File: src/rtl/phm_pkg.sv
package phm_pkg;

  localparam int REG_W = 64;

  typedef enum logic [1:0] {
    SEL_BASE  = 2'd0,
    SEL_LIMIT = 2'd1,
    SEL_CTRL  = 2'd2,
    SEL_NONE  = 2'd3
  } cfg_sel_e;

  localparam int CTRL_EN   = 0;
  localparam int CTRL_ERR  = 1;
  localparam int CTRL_LOCK = 2;
  localparam int CTRL_CAP  = 3;

  // Ones in bit positions lo .. hi-1.
  function automatic logic [REG_W-1:0] span_mask(input int lo, input int hi);
    logic [REG_W-1:0] m;
    for (int i = 0; i < REG_W; i++) begin
      m[i] = (i >= lo) && (i < hi);
    end
    return m;
  endfunction

  // Last byte address covered by a limit value.
  function automatic logic [REG_W-1:0] limit_top(input logic [REG_W-1:0] lim, input int gran);
    return lim | span_mask(0, gran);
  endfunction

  // Inclusive window test.
  function automatic logic in_window(input logic [REG_W-1:0] a,
                                     input logic [REG_W-1:0] lo,
                                     input logic [REG_W-1:0] hi);
    return (a >= lo) && (a <= hi);
  endfunction

endpackage

File: src/rtl/phm_lock_ctl.sv
module phm_lock_ctl (
  input  logic clk,
  input  logic rst_n,
  input  logic lock_cmd,
  input  logic unlock_cmd,
  output logic lock_q
);

  always_ff @(posedge clk or negedge rst_n) begin
    if (!rst_n)          lock_q <= 1'b0;
    else if (lock_cmd)   lock_q <= 1'b1;
    else if (unlock_cmd) lock_q <= 1'b0;
  end


  lock_set_chk: assert property (@(posedge clk) disable iff (!rst_n)
    lock_cmd |=> lock_q);

  lock_clr_chk: assert property (@(posedge clk) disable iff (!rst_n)
    (unlock_cmd && !lock_cmd) |=> !lock_q);

endmodule

File: src/rtl/phm_range_regs.sv
module phm_range_regs
  import phm_pkg::*;
#(
  parameter int HAW       = 39,
  parameter int GRAN_LOG2 = 21
) (
  input  logic             clk,
  input  logic             rst_n,
  input  logic             cap_phm,
  input  logic             lock_q,
  input  logic             cfg_wr,
  input  logic [1:0]       cfg_sel,
  input  logic [REG_W-1:0] cfg_wdata,
  output logic [REG_W-1:0] cfg_rdata,
  output logic [REG_W-1:0] base_q,
  output logic [REG_W-1:0] limit_q,
  output logic             en_q,
  output logic             err_q
);

  localparam logic [REG_W-1:0] KEEP = span_mask(GRAN_LOG2, HAW);
  localparam int NUM_RANGE = 2;

  cfg_sel_e sel;
  assign sel = cfg_sel_e'(cfg_sel);

  logic range_wr, range_wr_ok, range_wr_viol, ctrl_wr;
  logic [NUM_RANGE-1:0][REG_W-1:0] rq;

  assign range_wr      = cfg_wr && (sel == SEL_BASE || sel == SEL_LIMIT);
  assign range_wr_viol = range_wr && cap_phm && en_q;
  assign range_wr_ok   = range_wr && cap_phm && !en_q && !lock_q;
  assign ctrl_wr       = cfg_wr && (sel == SEL_CTRL);

  for (genvar g = 0; g < NUM_RANGE; g++) begin : g_range
    always_ff @(posedge clk or negedge rst_n) begin
      if (!rst_n)
        rq[g] <= '0;
      else if (range_wr_ok && (cfg_sel == 2'(g)))
        rq[g] <= cfg_wdata & KEEP;
    end
  end

  assign base_q  = rq[SEL_BASE];
  assign limit_q = rq[SEL_LIMIT];

  always_ff @(posedge clk or negedge rst_n) begin
    if (!rst_n)                    en_q <= 1'b0;
    else if (ctrl_wr && cap_phm)   en_q <= cfg_wdata[CTRL_EN];
  end

  always_ff @(posedge clk or negedge rst_n) begin
    if (!rst_n)                              err_q <= 1'b0;
    else if (range_wr_viol)                  err_q <= 1'b1;
    else if (ctrl_wr && cfg_wdata[CTRL_ERR]) err_q <= 1'b0;
  end

  always_comb begin
    cfg_rdata = '0;
    unique case (sel)
      SEL_BASE:  cfg_rdata = base_q;
      SEL_LIMIT: cfg_rdata = limit_q;
      SEL_CTRL: begin
        cfg_rdata[CTRL_EN]   = en_q;
        cfg_rdata[CTRL_ERR]  = err_q;
        cfg_rdata[CTRL_LOCK] = lock_q;
        cfg_rdata[CTRL_CAP]  = cap_phm;
      end
      default:   cfg_rdata = '0;
    endcase
  end


  lock_hold_chk: assert property (@(posedge clk) disable iff (!rst_n)
    lock_q |=> ($stable(base_q) && $stable(limit_q)));

  nocap_hold_chk: assert property (@(posedge clk) disable iff (!rst_n)
    (!cap_phm && !en_q) |=> ($stable(base_q) && $stable(limit_q) && !en_q));

  viol_err_chk: assert property (@(posedge clk) disable iff (!rst_n)
    range_wr_viol |=> (err_q && $stable(base_q) && $stable(limit_q)));

  err_cause_chk: assert property (@(posedge clk) disable iff (!rst_n)
    $rose(err_q) |-> $past(range_wr_viol));

endmodule

File: src/rtl/phm_range_cmp.sv
module phm_range_cmp
  import phm_pkg::*;
#(
  parameter int HAW       = 39,
  parameter int GRAN_LOG2 = 21
) (
  input  logic             clk,
  input  logic             rst_n,
  input  logic [REG_W-1:0] base_q,
  input  logic [REG_W-1:0] limit_q,
  input  logic             en_q,
  input  logic             dma_req,
  input  logic [REG_W-1:0] dma_addr,
  output logic             dma_chk_vld,
  output logic             dma_blocked
);

  localparam logic [REG_W-1:0] ADDR_KEEP = span_mask(0, HAW);

  logic [REG_W-1:0] addr_eff, top_eff;
  logic region_valid, hit_now;

  assign addr_eff     = dma_addr & ADDR_KEEP;
  assign top_eff      = limit_top(limit_q, GRAN_LOG2);
  assign region_valid = (limit_q >= base_q);
  assign hit_now      = dma_req && en_q && region_valid &&
                        in_window(addr_eff, base_q, top_eff);

  always_ff @(posedge clk or negedge rst_n) begin
    if (!rst_n) begin
      dma_chk_vld <= 1'b0;
      dma_blocked <= 1'b0;
    end else begin
      dma_chk_vld <= dma_req;
      dma_blocked <= hit_now;
    end
  end


  vld_follow_chk: assert property (@(posedge clk) disable iff (!rst_n)
    dma_req |=> dma_chk_vld);

  blk_vld_chk: assert property (@(posedge clk) disable iff (!rst_n)
    dma_blocked |-> dma_chk_vld);

  blk_valid_chk: assert property (@(posedge clk) disable iff (!rst_n)
    dma_blocked |-> ($past(region_valid) && $past(en_q)));

endmodule

File: src/rtl/phm_guard.sv
module phm_guard
  import phm_pkg::*;
#(
  parameter int HAW       = 39,
  parameter int GRAN_LOG2 = 21
) (
  input  logic        clk,
  input  logic        rst_n,
  input  logic        cap_phm,
  input  logic        lock_cmd,
  input  logic        unlock_cmd,
  input  logic        cfg_wr,
  input  logic [1:0]  cfg_sel,
  input  logic [63:0] cfg_wdata,
  output logic [63:0] cfg_rdata,
  input  logic        dma_req,
  input  logic [63:0] dma_addr,
  output logic        dma_chk_vld,
  output logic        dma_blocked
);

  logic             lock_q, en_q, err_q;
  logic [REG_W-1:0] base_q, limit_q;

  phm_lock_ctl u_lock (
    .clk(clk), .rst_n(rst_n), .lock_cmd(lock_cmd),
    .unlock_cmd(unlock_cmd), .lock_q(lock_q)
  );

  phm_range_regs #(.HAW(HAW), .GRAN_LOG2(GRAN_LOG2)) u_regs (
    .clk(clk), .rst_n(rst_n), .cap_phm(cap_phm), .lock_q(lock_q),
    .cfg_wr(cfg_wr), .cfg_sel(cfg_sel), .cfg_wdata(cfg_wdata),
    .cfg_rdata(cfg_rdata), .base_q(base_q), .limit_q(limit_q),
    .en_q(en_q), .err_q(err_q)
  );

  phm_range_cmp #(.HAW(HAW), .GRAN_LOG2(GRAN_LOG2)) u_cmp (
    .clk(clk), .rst_n(rst_n), .base_q(base_q), .limit_q(limit_q),
    .en_q(en_q), .dma_req(dma_req), .dma_addr(dma_addr),
    .dma_chk_vld(dma_chk_vld), .dma_blocked(dma_blocked)
  );


  rst_quiet_chk: assert property (@(posedge clk) disable iff (!rst_n)
    $rose(rst_n) |-> (!dma_blocked && !dma_chk_vld));

endmodule

File: config.mk
export PLATFORM = sky130hd
export DESIGN_NAME = phm_guard
export DESIGN_NICKNAME = d
export VERILOG_FILES = /design/src/rtl/phm_pkg.sv /design/src/rtl/phm_lock_ctl.sv /design/src/rtl/phm_range_regs.sv /design/src/rtl/phm_range_cmp.sv /design/src/rtl/phm_guard.sv
export SDC_FILE = /design/constraint.sdc
export NUM_CORES = 1
export LEC_CHECK = 0
export BUFFER_PORTS_ARGS = -buffer_cell sky130_fd_sc_hd__buf_2
export CAP_MARGIN = 10
export CORE_AREA = 2 2 114 105
export CTS_BUF_LIST = sky130_fd_sc_hd__clkbuf_8
export DETAILED_ROUTE_END_ITERATION = 12
export DIE_AREA = 0 0 116 107
export GPL_TIMING_DRIVEN = 0
export PLACE_DENSITY_LB_ADDON = 0.15
export SLEW_MARGIN = 20
export SYNTH_ARGS = -nofsm -noshare
export SYNTH_HDL_FRONTEND = slang
export SYNTH_HIERARCHICAL = 1
export SYNTH_SLANG_ARGS = --single-unit
File: constraint.sdc
create_clock -name clk -period 5.65 [get_ports clk]
set_input_delay 0.8475 -clock clk [delete_from_list [all_inputs] [get_ports clk]]
set_output_delay 0.8475 -clock clk [all_outputs]
set_load 0.1 [all_outputs]
==> results.txt <==
----------------------------------------------------
[CTS]
  Number of H-tree branching levels ... 2
  Clock tree sinks ... a little over 40
  Post-CTS Hold Fix Bufs ... 0
  Number of buffers inserted during clock tree synthesis ... 5
  CTS tree ... built
  Clock transition at the registers of the reported paths ... 0.08 ns
  Clock network latency to the later pin of the worst-skew pair ... 0.30 ns
  Number of post-CTS setup repair buffers ... 0
  Cts repair resizes ... 0
  Clock buffer depth ... 2
  Root Buffer Master ... clkbuf_8

[Timing]
  Highest clock rate ... 316 MHz
  Worst clock skew on the final layout ... 0.00814 ns
  Count of endpoints failing hold in the final timing report ... 0
  Setup Viol. Count Final ... 0
  Hold slack ... 0.500 ns
  Setup slack of the critical path after layout ... 2.48 ns
  Post-route minimum period ... about 3.2 ns
  RSZ-0062 raised after global routing ... false
  Pins over their slew limit ... 0
  Post-Route Setup TNS ... 0 ns
  Relative max-transition margin ... 34.6%
  Tcrit/Tclk final ... 56.0%
  Worst Tran Pin Value ... 0.981 ns

[Critical path]
  Origin of the critical flop-to-flop path ... u_regs/limit_q[25]$_DFFE_PN0P_
  Crit path capture ... cfg_rdata[25]
  RR Endpoint ... u_cmp/dma_blocked$_DFF_PN0_
  Data required time at the worst endpoint ... 4.80 ns
  Setup slack on the worst flop-to-flop path ... 2.91 ns
  Cell with the largest stage delay on the worst path ... buf_2
  Crit. Startpoint ... cfg_sel[0]
  Critical path cell sequence ... buf_2, buf_2, buf_2, mux2i_1, nor2_1, buf_2
  Worst-case reg-to-reg path depth ... 9
  Cell type with the highest occurrence count on the critical path ... buf_2
  Arrival time of data at the critical path endpoint ... 2.32 ns
  Type of the worst setup path ... in2out
  CP peak stage delay ... 0.43 ns
  Critical Path End Type ... output pin
  Crit Path Max Fanout ... 10
  Critical path launch point type ... input port

[Place]
  Post-placement worst setup slack ... ~2.4 ns
  Cell total after placement ... 1054
  Post-DP HPWL ... 11.3 mm
  Weighted congestion reported at the end of routability-driven placement ... 0.919
  Buffers added on ports ... 91

[Synthesis]
  Primary FF master, synth ... dfrtp_1
  Proportion of register bits with asynchronous set or reset after synthesis ... 100%
  Unique cell type count in the Yosys netlist ... 47
  Gate count of the mapped netlist ... 674
  #FFs+latches synth ... 41
  Post-synthesis instance area ... between 0.005 and 0.006 mm2
  Register area share after synthesis ... 17.3%
  Mean post-synth cell area ... 8.81 um2
  Yosys warning count ... 6
  Number of synthesized flops with an enable pin ... 0

[GRT]
  Initial antenna violation count ... 2
  Global-route wire length before repair ... roughly 21 mm
  Remaining Overflow, GRT ... 0
  Total track usage ... 21.2%
  Pin count of the biggest net entering global routing ... 42
  Via count of the first global-routing pass ... 4923

[Drt]
  Post-route DRC violation count ... 0
  Routed length per placed instance ... 12.2 um
  Total Routed Length ... 13.0 mm
  TritonRoute pass-1 iters ... 4
  Number of vias in the routed layout ... 4914
  Detail-routed via count per cell ... 4.62
  Number of nets still failing antenna checks after routing ... 0
  Iter 0 DRT Violations ... 121

[Layout]
  Share of final-layout standard cells stronger than drive strength 1 ... a little under a third
  Number of non-filler instances in the completed layout ... ~1100
  Commonest cells after routing, fill and taps aside ... buf_4, conb_1, ha_1
  Post-synthesis to final-layout area growth ... 21.2%
  Share of the core filled with cells ... 64.2%
  # nets final ... 1163

[Status]
  Result of the run ... finished clean

[Floorplanning]
  Num ports ... 203
  Core Area ... 0.0112 mm2
  Effective utilization at floorplan ... 53.0%
  Die outline area ... between 0.01 and 0.015 mm2
  Die outline width ... 116 um
  Row cnt ... 37
  Die extent in y ... 107 um

[Power and ir drop]
  Worst IR drop on VDD ... 0.168 mV
  Pwr/cell area ... 228 mW/mm2
  Total leakage power ... 0.00413 uW

[Job]
  Maxcap violations ... 0

[Min path]
  Type of the tightest min-delay check ... reg2reg

----------------------------------------------------
## through the flow
step	cell area (um2)	total power [uW]
2_1_floorplan	6440	1210
3_5_place_dp	7090	1400
6_report	7190	1640
5_1_grt	7190	1770
3_3_place_gp	7090	1370
4_1_cts	7190	1620
## worst min path at each step
| stage | start | endpoint | depth (start not counted) |
|---|---|---|---|
| after CTS | u_regs/err_q$_DFFE_PN0P_ | u_regs/err_q$_DFFE_PN0P_ | 1 |
| after detailed placement | u_regs/err_q$_DFFE_PN0P_ | u_regs/err_q$_DFFE_PN0P_ | 1 |
| final | u_regs/err_q$_DFFE_PN0P_ | u_regs/err_q$_DFFE_PN0P_ | 1 |
| after global placement | u_regs/err_q$_DFFE_PN0P_ | u_regs/err_q$_DFFE_PN0P_ | 1 |
| after global routing | u_regs/err_q$_DFFE_PN0P_ | u_regs/err_q$_DFFE_PN0P_ | 1 |
| after floorplan | u_regs/err_q$_DFFE_PN0P_ | u_regs/err_q$_DFFE_PN0P_ | 1 |
## layout make-up
cell class                      count  area [um2]
Clock inverter                      1        5.00
Buffer                            140        1050
Inverter                           86         323
Tap cell                          156         195
Fill cell                        1022        4010
Antenna cell                        2        5.00
Multi-Input combinational cell    540        4040
Timing Repair Buffer               91         455
Clock buffer                        7        96.3
Sequential cell                    41        1030
## cells in the mapped netlist, types with 5 or more instances
master     count  share of area, %
nand2_1       16               1.0
mux2_2        17               3.2
mux2_4        20               5.1
o21ai_0        9              0.76
nand4_1       30               3.2
mux2i_1       18               3.0
a21o_1        23               2.9
a2111oi_0      5              0.74
nor2_1        34               2.1
and2_1         5              0.53
nand3_1       13               1.1
dfrtp_1       41                17
nor4_1        16               1.7
inv_1         86               5.4
a21oi_1       39               3.3
ha_1         121                26
buf_4        134                17
## cells by family after synthesis
logic type / after synthesis / share of synthesized area [%]
buffers and inverters: 226 / 23.1
other: 1 / 0.0632
and+or+nand+nor: 134 / 12.4
muxes: 55 / 11.3
DFF: 41 / 17.3
AOI/OAI and AO/OA: 96 / 10.4
adders and majority gates: 121 / 25.5
## power by group
part | leakage [uW] | switching (uW) | internal [uW]
registers | 0.000513 | 66.7 | 360
logic | 0.00356 | 625 | 372
clock network | 0.0000543 | 105 | 111
total | 0.00413 | 796 | 843
## critical path: cells and delay by family
kind | cells | cell delay [ns]
AND/OR/NAND/NOR | 1 | 0.09
multiplexers | 1 | 0.14
buffers and inverters | 4 | 1.21
## flip-flops by register name (all words and copies together) (netlist names)
register / count
u_regs/limit_q: 18
u_cmp/dma_chk_vld: 1
u_lock/lock_q: 1
u_cmp/dma_blocked: 1
u_regs/err_q: 1
u_regs/en_q: 1
u_regs/base_q: 18
## metal layers
layer	vias up	global-route usage, %	part of all wire, %
met3	12	3.00	4.0
met5	-	0	0
li1	2575	-	-
met2	104	39.7	50
met1	2223	25.6	44
met4	0	4.51	1.2
(Power assumes the default switching activity.)
